--- config.mk ---
export PLATFORM = sky130hd
export DESIGN_NAME = qbs_core
export DESIGN_NICKNAME = d
export VERILOG_FILES = /design/src/rtl/qbs_pkg.sv /design/src/rtl/qbs_lane_merge.sv /design/src/rtl/qbs_wr_path.sv /design/src/rtl/qbs_array.sv /design/src/rtl/qbs_rd_path.sv /design/src/rtl/qbs_core.sv
export SDC_FILE = /design/constraint.sdc
export NUM_CORES = 1
export LEC_CHECK = 0
export ABC_CLOCK_PERIOD_IN_PS = 6400
export BUFFER_PORTS_ARGS = -buffer_cell sky130_fd_sc_hd__buf_2
export CORE_MARGIN = 2
export CORE_UTILIZATION = 35
export CTS_CLUSTER_DIAMETER = 50
export CTS_CLUSTER_SIZE = 12
export DETAILED_ROUTE_END_ITERATION = 6
export SLEW_MARGIN = 10
export SYNTH_ARGS = -nofsm -noshare
export SYNTH_HDL_FRONTEND = slang
export SYNTH_SLANG_ARGS = --single-unit
--- constraint.sdc ---
create_clock -name clk -period 6.4 [get_ports clk]
set_input_delay 1.92 -clock clk [delete_from_list [all_inputs] [get_ports clk]]
set_output_delay 1.92 -clock clk [all_outputs]
set_load 0.02 [all_outputs]
--- src/rtl/qbs_pkg.sv ---
package qbs_pkg;

    localparam int LANE_W = 9;

    typedef enum logic {
        PH_RISE = 1'b0,
        PH_FALL = 1'b1
    } phase_e;

    function automatic logic sel_taken(input logic sel_n, input phase_e ph);
        return (!sel_n) && (ph == PH_RISE);
    endfunction

endpackage

--- src/rtl/qbs_lane_merge.sv ---
module qbs_lane_merge
    import qbs_pkg::*;
#(
    parameter int LANES = 2
) (
    input  logic [LANES*LANE_W-1:0] old_d,
    input  logic [LANES*LANE_W-1:0] new_d,
    input  logic [LANES-1:0]        keep_n,
    output logic [LANES*LANE_W-1:0] out_d
);

    for (genvar i = 0; i < LANES; i++) begin : g_lane
        assign out_d[i*LANE_W +: LANE_W] = keep_n[i] ? old_d[i*LANE_W +: LANE_W]
                                                     : new_d[i*LANE_W +: LANE_W];
    end

endmodule

--- src/rtl/qbs_wr_path.sv ---
module qbs_wr_path
    import qbs_pkg::*;
#(
    parameter int AW    = 4,
    parameter int LANES = 2
) (
    input  logic                    clk,
    input  logic                    rst,
    input  phase_e                  ph,
    input  logic [AW-1:0]           addr,
    input  logic                    wr_sel_n,
    input  logic [LANES*LANE_W-1:0] wr_d,
    input  logic [LANES-1:0]        wr_be_n,
    output logic                    pend_v,
    output logic [AW-1:0]           pend_a,
    output logic [LANES*LANE_W-1:0] pend_d0,
    output logic [LANES*LANE_W-1:0] pend_d1,
    output logic [LANES-1:0]        pend_m0,
    output logic [LANES-1:0]        pend_m1,
    output logic                    commit
);

    localparam int DW = LANES * LANE_W;

    logic          wreq;
    logic          cap_v;
    logic [AW-1:0] cap_a;
    logic [DW-1:0] cap_d;
    logic [LANES-1:0] cap_m;
    logic          fresh;

    always_ff @(posedge clk) begin
        if (rst) begin
            wreq    <= 1'b0;
            cap_v   <= 1'b0;
            cap_a   <= '0;
            cap_d   <= '0;
            cap_m   <= '1;
            pend_v  <= 1'b0;
            pend_a  <= '0;
            pend_d0 <= '0;
            pend_d1 <= '0;
            pend_m0 <= '1;
            pend_m1 <= '1;
            fresh   <= 1'b0;
        end else begin
            fresh <= 1'b0;
            if (ph == PH_RISE) begin
                wreq  <= sel_taken(wr_sel_n, ph);
                cap_v <= 1'b0;
                if (cap_v) begin
                    pend_v  <= 1'b1;
                    pend_a  <= cap_a;
                    pend_d0 <= cap_d;
                    pend_m0 <= cap_m;
                    pend_d1 <= wr_d;
                    pend_m1 <= wr_be_n;
                    fresh   <= 1'b1;
                end
            end else begin
                wreq <= 1'b0;
                if (wreq) begin
                    cap_v <= 1'b1;
                    cap_a <= addr;
                    cap_d <= wr_d;
                    cap_m <= wr_be_n;
                end
            end
        end
    end

    assign commit = fresh;

endmodule

--- src/rtl/qbs_array.sv ---
module qbs_array
    import qbs_pkg::*;
#(
    parameter int AW    = 4,
    parameter int LANES = 2
) (
    input  logic                    clk,
    input  logic                    rst,
    input  logic                    we,
    input  logic [AW-1:0]           wa,
    input  logic [LANES*LANE_W-1:0] wd0,
    input  logic [LANES*LANE_W-1:0] wd1,
    input  logic [LANES-1:0]        wm0,
    input  logic [LANES-1:0]        wm1,
    input  logic [AW-1:0]           ra,
    input  logic                    rb,
    output logic [LANES*LANE_W-1:0] rq
);

    localparam int DW    = LANES * LANE_W;
    localparam int DEPTH = 1 << AW;

    logic [DW-1:0] mem [DEPTH][2];
    logic [DW-1:0] nxt [2];
    logic [DW-1:0] wdat [2];
    logic [LANES-1:0] wmsk [2];

    assign wdat[0] = wd0;
    assign wdat[1] = wd1;
    assign wmsk[0] = wm0;
    assign wmsk[1] = wm1;

    for (genvar b = 0; b < 2; b++) begin : g_beat
        qbs_lane_merge #(.LANES(LANES)) u_mrg (
            .old_d  (mem[wa][b]),
            .new_d  (wdat[b]),
            .keep_n (wmsk[b]),
            .out_d  (nxt[b])
        );
    end

    always_ff @(posedge clk) begin
        if (rst) begin
            for (int i = 0; i < DEPTH; i++) begin
                mem[i][0] <= '0;
                mem[i][1] <= '0;
            end
        end else if (we) begin
            mem[wa][0] <= nxt[0];
            mem[wa][1] <= nxt[1];
        end
    end

    assign rq = mem[ra][rb];

endmodule

--- src/rtl/qbs_rd_path.sv ---
module qbs_rd_path
    import qbs_pkg::*;
#(
    parameter int AW    = 4,
    parameter int LANES = 2
) (
    input  logic                    clk,
    input  logic                    rst,
    input  phase_e                  ph,
    input  logic [AW-1:0]           addr,
    input  logic                    rd_sel_n,
    output logic [AW-1:0]           arr_a,
    output logic                    arr_b,
    input  logic [LANES*LANE_W-1:0] arr_q,
    input  logic                    pend_v,
    input  logic [AW-1:0]           pend_a,
    input  logic [LANES*LANE_W-1:0] pend_d0,
    input  logic [LANES*LANE_W-1:0] pend_d1,
    input  logic [LANES-1:0]        pend_m0,
    input  logic [LANES-1:0]        pend_m1,
    output logic [LANES*LANE_W-1:0] rd_q,
    output logic                    rd_qv
);

    localparam int DW     = LANES * LANE_W;
    localparam int STAGES = 4;

    typedef struct packed {
        logic          v;
        logic [AW-1:0] a;
    } stage_t;

    stage_t st [STAGES];

    logic             beat_due;
    logic             hit;
    logic [DW-1:0]    fwd_d;
    logic [LANES-1:0] fwd_m;
    logic [DW-1:0]    merged;

    always_ff @(posedge clk) begin
        if (rst) begin
            for (int i = 0; i < STAGES; i++) st[i] <= '0;
        end else begin
            st[0].v <= sel_taken(rd_sel_n, ph);
            st[0].a <= addr;
            for (int i = 1; i < STAGES; i++) st[i] <= st[i-1];
        end
    end

    assign beat_due = st[2].v || st[3].v;
    assign arr_b    = !st[2].v;
    assign arr_a    = st[2].v ? st[2].a : st[3].a;
    assign hit      = pend_v && (pend_a == arr_a);
    assign fwd_d    = arr_b ? pend_d1 : pend_d0;
    assign fwd_m    = hit ? (arr_b ? pend_m1 : pend_m0) : '1;

    qbs_lane_merge #(.LANES(LANES)) u_fwd (
        .old_d  (arr_q),
        .new_d  (fwd_d),
        .keep_n (fwd_m),
        .out_d  (merged)
    );

    always_ff @(posedge clk) begin
        if (rst) begin
            rd_q  <= '0;
            rd_qv <= 1'b0;
        end else begin
            rd_qv <= beat_due;
            rd_q  <= beat_due ? merged : '0;
        end
    end

endmodule

--- src/rtl/qbs_core.sv ---
module qbs_core
    import qbs_pkg::*;
#(
    parameter int AW    = 4,
    parameter int LANES = 2
) (
    input  logic                    clk,
    input  logic                    rst,
    input  logic [AW-1:0]           addr,
    input  logic                    rd_sel_n,
    input  logic                    wr_sel_n,
    input  logic [LANES*LANE_W-1:0] wr_d,
    input  logic [LANES-1:0]        wr_be_n,
    output logic [LANES*LANE_W-1:0] rd_q,
    output logic                    rd_qv
);

    localparam int DW = LANES * LANE_W;

    phase_e           ph;
    logic             pend_v;
    logic [AW-1:0]    pend_a;
    logic [DW-1:0]    pend_d0;
    logic [DW-1:0]    pend_d1;
    logic [LANES-1:0] pend_m0;
    logic [LANES-1:0] pend_m1;
    logic             wr_commit;
    logic [AW-1:0]    arr_a;
    logic             arr_b;
    logic [DW-1:0]    arr_q;

    always_ff @(posedge clk) begin
        if (rst) ph <= PH_RISE;
        else     ph <= (ph == PH_RISE) ? PH_FALL : PH_RISE;
    end

    qbs_wr_path #(.AW(AW), .LANES(LANES)) u_wr (
        .clk      (clk),
        .rst      (rst),
        .ph       (ph),
        .addr     (addr),
        .wr_sel_n (wr_sel_n),
        .wr_d     (wr_d),
        .wr_be_n  (wr_be_n),
        .pend_v   (pend_v),
        .pend_a   (pend_a),
        .pend_d0  (pend_d0),
        .pend_d1  (pend_d1),
        .pend_m0  (pend_m0),
        .pend_m1  (pend_m1),
        .commit   (wr_commit)
    );

    qbs_array #(.AW(AW), .LANES(LANES)) u_arr (
        .clk (clk),
        .rst (rst),
        .we  (wr_commit),
        .wa  (pend_a),
        .wd0 (pend_d0),
        .wd1 (pend_d1),
        .wm0 (pend_m0),
        .wm1 (pend_m1),
        .ra  (arr_a),
        .rb  (arr_b),
        .rq  (arr_q)
    );

    qbs_rd_path #(.AW(AW), .LANES(LANES)) u_rd (
        .clk      (clk),
        .rst      (rst),
        .ph       (ph),
        .addr     (addr),
        .rd_sel_n (rd_sel_n),
        .arr_a    (arr_a),
        .arr_b    (arr_b),
        .arr_q    (arr_q),
        .pend_v   (pend_v),
        .pend_a   (pend_a),
        .pend_d0  (pend_d0),
        .pend_d1  (pend_d1),
        .pend_m0  (pend_m0),
        .pend_m1  (pend_m1),
        .rd_q     (rd_q),
        .rd_qv    (rd_qv)
    );

endmodule

==> results of run 1 <==
## per-layer routing
layer / vias to the layer above / routed length, um
met3: 143 / 6720
met1: 9653 / 37900
met4: 0 / 2590
li1: 9397 / -
met5: - / 0
met2: 752 / 38200
## worst max-delay path by stage
stage | slack, ns | from | endpoint
floorplan | 3.02 | rst | u_arr.mem[14][10]
global placement | 1.81 | rst | u_arr.mem[7][31]
detailed placement | 1.78 | rst | u_arr.mem[2][24]
CTS | 2.41 | rst | u_arr.mem[2][3]
global route | 2.27 | rst | u_arr.mem[0][31]
finish | 2.38 | rst | u_arr.mem[3][1]
## power by group through the flow
| stage | registers (uW) | logic, uW | clock network [uW] |
|---|---|---|---|
| after global routing | 5040 | 326 | 4010 |
| after CTS | 5030 | 301 | 3850 |
| after detailed placement | 5120 | 300 | 0 |
| after floorplan | 5090 | 207 | 0 |
| after global placement | 5120 | 297 | 0 |
| final | 5030 | 300 | 3800 |
## per-stage QoR
stage,std cells,cell area [um^2],util
after global routing,3870,34100,0.392
after CTS,3870,34100,0.392
final,3870,34100,0.392
after global placement,3761,32100,0.368
after floorplan,2718,30900,-
after detailed placement,3761,32100,0.368
## registers in the layout, summed over array words and instances (netlist names)
| signal | count |
|---|---|
| u_wr.pend_v | 1 |
| u_wr.cap_v | 1 |
| u_wr.commit | 1 |
| u_rd.rd_qv | 1 |
| u_wr.pend_m0 | 2 |
| u_wr.pend_d1 | 18 |
| u_wr.cap_m | 2 |
| u_rd.st | 20 |
| u_wr.pend_m1 | 2 |
| u_wr.pend_d0 | 18 |
| ph | 1 |
| u_wr.cap_d | 18 |
| u_rd.rd_q | 18 |
| u_arr.mem | 576 |
| u_wr.cap_a | 4 |
| u_wr.pend_a | 4 |
| u_wr.wreq | 1 |
## logic make-up after synthesis
| family | count (synthesis) |
|---|---|
| muxes | 105 |
| AOI/OAI and AO/OA | 212 |
| DFF | 688 |
| buffers and inverters | 187 |
| xor gates and xnor gates | 4 |
| and+or+nand+nor | 1522 |
## layout make-up
| cell class | count | area (um^2) | area share |
|---|---|---|---|
| Clock inverter | 5 | 21.3 | 0.000623 |
| Multi-Input combinational cell | 1843 | 10600 | 0.311 |
| Clock buffer | 104 | 2010 | 0.0588 |
| Timing Repair Buffer | 69 | 468 | 0.0137 |
| Sequential cell | 688 | 19500 | 0.573 |
| Inverter | 6 | 22.5 | 0.000660 |
| Tap cell | 1155 | 1450 | 0.0423 |
## cell usage after synthesis (all sizes together), types with 28 or more instances
| master | number | area (um^2) |
|---|---|---|
| nand3 | 135 | 676 |
| mux2i | 94 | 945 |
| nor2 | 75 | 282 |
| buf | 67 | 347 |
| edfxtp | 576 | 17300 |
| or2 | 65 | 407 |
| clkbuf | 114 | 428 |
| and2 | 577 | 3610 |
| dfxtp | 112 | 2240 |
| nand4 | 28 | 190 |
| nand2 | 565 | 2120 |
| a21oi | 72 | 360 |
| a32oi | 80 | 701 |
==> reports/qor.csv, run 1 <==
stage,metric,value,unit
die,die_h,301,um
timing,finalClockSkew,0.0287,ns
die,ios,47,
cells_and_area,final_common_cell,and2_1,
clock_tree,cts_buffers,69,
die,die_area,90700,um^2
global_routing,grt_pass1_wl,126000,um
power_and_ir_drop,internal-power,7200,uW
run,drv_cap,0,
cells_and_area,fillers,8355,
global_routing,met1_usage,0.263,
power_and_ir_drop,p_sw,1920,uW
timing,hold_slack,0.435,ns
route,vias,19945,
power_and_ir_drop,leakagePower,0.0118,uW
worst_setup_path,cp_top_family,simple AND/OR/NAND/NOR gates,
yosys,synth_xor_area_frac,0.00174,
global_routing,grtUsageMet3,0.0348,
clock_tree,htreeDepth,3,
yosys,synth-simple-area-share,0.254,
clock_tree,cts_sinks,688,
worst_setup_path,worstSetupPathType,in2reg,
clock_tree,tritoncts,built,
global_routing,grt_overflow_total,0,
hold_path,hold_depth,1,
worst_setup_path,cp.depth,5,
route,viasPerCell,5.15,
yosys,synth_seq_cells,688,
cells_and_area,final_cell_mix,"577 x and2_1, 576 x edfxtp_1, 565 x nand2_1",
clock_tree,cts_setup_buffers,0,
die,coreArea,87200,um^2
timing,setup_slack,2.38,ns
timing,rsz0062_at_grt,false,
route,drc,0,
timing,drv_slew,0,
placed_design,port_buffers,46,
worst_setup_path,timing.rr.end,u_rd.rd_q[13],
power_and_ir_drop,pwr_density_cell,267,nW/um^2
route,first_pass_iters,5,
global_routing,grt_max_degree,109,
timing,tightest_slew,1.24,ns
worst_setup_path,r2r_slack,2.80,ns
route,routed_wl,85500,um
worst_setup_path,cp_max_fo,39,
placed_design,gp_congestion,0.831,
worst_setup_path,critPathRequiredTime,6.69,ns
global_routing,grt_util_all_layers,0.187,
route,ant_nets,0,
timing,fin_crit,4.02,ns
power_and_ir_drop,combinationalPowerShare,0.033,
die,fp.dieW,301,um
yosys,synthMuxAreaShare,0.0347,
clock_tree,worstSkewPairLatency,0.61,ns
yosys,yosysSeqAreaShare,0.632,
hold_path,hp-start,u_rd.st[1][1],
timing,fin_crit_sh,0.627,
yosys,synth-compound-area-share,0.0513,
global_routing,use_met2,0.289,
timing,hold_viol_final,0,
power_and_ir_drop,vdd_drop_max,0.262,mV
timing,setup-tns-final,0,ns
timing,fmax,0.249,GHz
yosys,ys_warn_count,0,
clock_tree,clk_pin_slew,0.06,ns
power_and_ir_drop,swShare,0.211,
power_and_ir_drop,p_seq_frac,0.551,
worst_setup_path,reg2reg_depth,7,
placed_design,pre_cts_ws,1.78,ns
clock_tree,clockBufferDepth,3,
cells_and_area,drive_gt1_frac,0.0880,
power_and_ir_drop,clockPowerShare,0.416,
clock_tree,clock-root-buffer,clkbuf_16,
route,wire_per_inst,22.1,um
global_routing,antenna_found_initial,4,
yosys,synth_area,30900,um^2
timing,relSlewSlack,0.172,
global_routing,top_usage_layer,met2,
yosys,async_flop_share,0,
clock_tree,cts_resized,0,
worst_setup_path,cp.arrival,4.30,ns
die,row_count,108,
clock_tree,hold_buffers,0,
power_and_ir_drop,power,9120,uW
worst_setup_path,start_kind,input pin,
placed_design,dp_hpwl,53900,um
run_status,run_status,completed,
worst_setup_path,crit_path_end_kind,register,
worst_setup_path,path_cells,"buf_4, nor2b_1, nand2b_1, nor2_1, or2_2",
hold_path,min_to,u_rd.st[2][1],
yosys,synth_ff_type,edfxtp_1,
die,start_util,0.355,
yosys,syn_nets,2746,
cells_and_area,antenna_cells,0,
route,drtIter0Drc,2115,
worst_setup_path,r2r_start,u_rd.st[2][4],
global_routing,grt_pass1_vias,19173,
yosys,synth_cell_type_count,48,
worst_setup_path,cpMaxStageDelayCell,nand2b_1,
hold_path,hp-class,reg2reg,
yosys,synth_top_family_by_area,simple AND/OR/NAND/NOR gates,
worst_setup_path,path_buf_inv,1,
yosys,netlist_instances,2718,
cells_and_area,area_growth,10.4,%
yosys,synth_edf_count,576,
yosys,avgSynthCellArea,11.4,um^2
cells_and_area,nets,2705,
timing,setup_viol,0,
yosys,synthAdderAreaFrac,0,
worst_setup_path,slowest_delay,0.69,ns
Note: power is estimated with default switching activity, not from simulation.
==> inputs of run 2 (changes only) <==
ABC_CLOCK_PERIOD_IN_PS = 3500   (was 6400)
clock period = 3.5 ns   (was 6.4 ns; I/O delays follow)
==> run 2 against run 1 <==
Combinational power up 86%. Critical path type is now reg2reg. Largest power group unchanged. Sequential power grew 83%. Critical endpoint is now u_rd.rd_q[4]. Die area unchanged. Clock power increased by 83%. Clock skew decreased by 0.0017 ns. Highest routed layer unchanged. Via count up 0.94%. Register-to-register slack worse by 2.1 ns. Final cell count grew 2.0%.
==> reports/qor.csv, run 2 (synthesis results as in run 1) <==
stage,metric,value,unit,change
global_routing,grt_max_degree,138,,+27%
die,fp.dieW,301,um,unchanged
worst_setup_path,crit_path_end_kind,register,,
clock_tree,cts_buffers,70,,+1.4%
power_and_ir_drop,leakagePower,0.0122,uW,+3.4%
cells_and_area,fillers,8342,,-0.16%
timing,fin_crit_sh,0.798,,
cells_and_area,antenna_cells,0,,unchanged
worst_setup_path,path_cells,"buf_4, nand2b_1, o21ai_4, buf_4, buf_4, a32oi_1, nand4_1, a21oi_1, a311o_1",,
cells_and_area,final_common_cell,and2_1,,
worst_setup_path,cp.arrival,3.28,ns,-1.02 ns
clock_tree,cts_setup_buffers,0,,unchanged
die,row_count,108,,unchanged
global_routing,grt_pass1_vias,19801,,+3.3%
route,wire_per_inst,21.2,um,-3.9%
timing,fin_crit,2.79,ns,
global_routing,grt_overflow_total,0,,unchanged
die,start_util,0.355,,unchanged
cells_and_area,regMostFlops,u_arr.mem,,
power_and_ir_drop,pwr_density_cell,481,nW/um^2,+80%
run,drv_cap,0,,unchanged
timing,relSlewSlack,0.309,,+0.137
cells_and_area,final_cells,3947,,+2.0%
placed_design,pre_cts_ws,0.465,ns,-1.32 ns
clock_tree,clk_pin_slew,0.07,ns,about the same
placed_design,place_inst,3835,,+2.0%
timing,hold_viol_final,0,,unchanged
global_routing,grt_util_all_layers,0.185,,-0.00279
clock_tree,clock-root-buffer,clkbuf_16,,
run_status,run_status,completed,,
clock_tree,cts_sinks,688,,unchanged
clock_tree,cts_resized,0,,unchanged
global_routing,antenna_found_initial,4,,unchanged
worst_setup_path,cpMaxStageDelayCell,dfxtp_2,,
cells_and_area,final_cell_mix,"577 x and2_1, 576 x edfxtp_1, 565 x nand2_1",,
route,vias,20132,,+0.94%
power_and_ir_drop,power,16700,uW,+83%
clock_tree,hold_buffers,0,,unchanged
worst_setup_path,crit_path_frequent_cell,buf_4,,
worst_setup_path,start_kind,register,,
placed_design,port_buffers,46,,unchanged
cells_and_area,drive_gt1_frac,0.113,,+0.0252
die,die_h,301,um,unchanged
worst_setup_path,worstSetupPathType,reg2reg,,
worst_setup_path,slowest_delay,0.36,ns,-0.33 ns
timing,drv_slew,0,,unchanged
cells_and_area,fin_util,0.399,,+0.00696
cells_and_area,reg_top3,"u_arr.mem (576), u_rd.st (20)",,
clock_tree,tritoncts,built,,
die,coreArea,87200,um^2,unchanged
clock_tree,htreeDepth,3,,unchanged
route,drtIter0Drc,1665,,-21%
die,die_area,90700,um^2,unchanged
cells_and_area,largest_reg_flops,576,,unchanged
route,viasPerCell,5.10,,-1.0%
hold_path,hp-class,reg2reg,,
cells_and_area,nets,2780,,+2.8%
timing,finalClockSkew,0.0270,ns,-0.00174 ns
worst_setup_path,critPathRequiredTime,3.99,ns,-2.70 ns
clock_tree,clockBufferDepth,3,,unchanged
die,ios,47,,unchanged
placed_design,gp_congestion,0.808,,-2.7%
worst_setup_path,cp_max_fo,21,,-46%
route,drc,0,,unchanged
timing,setup_slack,0.708,ns,-1.68 ns
cells_and_area,area_growth,12.4,%,
timing,tightest_slew,1.04,ns,-0.202 ns
route,first_pass_iters,5,,unchanged
global_routing,grt_pass1_wl,125000,um,-0.38%
route,ant_nets,0,,unchanged
timing,setup_viol,0,,unchanged
route,routed_wl,83800,um,-2.0%
power_and_ir_drop,vdd_drop_max,0.402,mV,+53%
clock_tree,worstSkewPairLatency,0.61,ns,about the same
timing,fmax,0.358,GHz,
timing,setup-tns-final,0,ns,unchanged
timing,rsz0062_at_grt,false,,
placed_design,dp_hpwl,54500,um,+1.1%
## run 2: cell types whose count changed in the layout (fill, tap and decap cells not counted), sizes merged
cell,delta
clkinvlp,+1
bufinv,+2
clkbuf,-6
clkinv,+4
buf,+74
inv,+2
## run 2: worst max-delay path: cells and delay by family, from the launching register on
family,cells,cell delay (ns)
DFF,1,0.36
buffers and inverters,3,0.88
AOI/OAI and AO/OA,4,0.94
and+or+nand+nor,2,0.47
## run 2: power breakdown
group          switching (uW)  total, uW  internal, uW  leakage (uW)
Combinational             396        559           163       0.00435
Clock                    3070       6960          3890      0.000984
Sequential               98.7       9190          9090       0.00685
## run 2: through the flow
step,area [um^2],hold WS (ns)
6_report,34700,0.440
5_1_grt,34700,0.455
4_1_cts,34700,0.439
3_5_place_dp,32700,0.423
3_3_place_gp,32700,0.417
2_1_floorplan,30900,0.414
## run 2: worst paths after layout
kind,from,end,slack (ns),depth (start not counted)
worst max-delay path,u_rd.st[2][4],u_rd.rd_q[4],0.71,9
worst min-delay path,u_rd.st[0][2],u_rd.st[1][2],0.44,1
worst max register to register,u_rd.st[2][4],u_rd.rd_q[4],0.71,9
worst min register to register,u_rd.st[0][2],u_rd.st[1][2],0.44,1
## run 2: area by class of cell
class,instances,area (um^2),area share
Clock buffer,98,1880,0.0541
Clock inverter,14,163,0.00468
Inverter,6,22.5,0.000648
Multi-Input combinational cell,1843,10600,0.306
Sequential cell,688,19500,0.563
Tap cell,1155,1450,0.0416
Timing Repair Buffer,143,1060,0.0305
## run 2: per-layer routing
layer  vias to the layer above  GRT usage  part of all wire
met5                         -          0                 0
met4                         0     0.0695             0.032
met3                       132     0.0278             0.065
met2                       679      0.288              0.45
met1                      9781      0.260              0.45
li1                       9540          -                 -
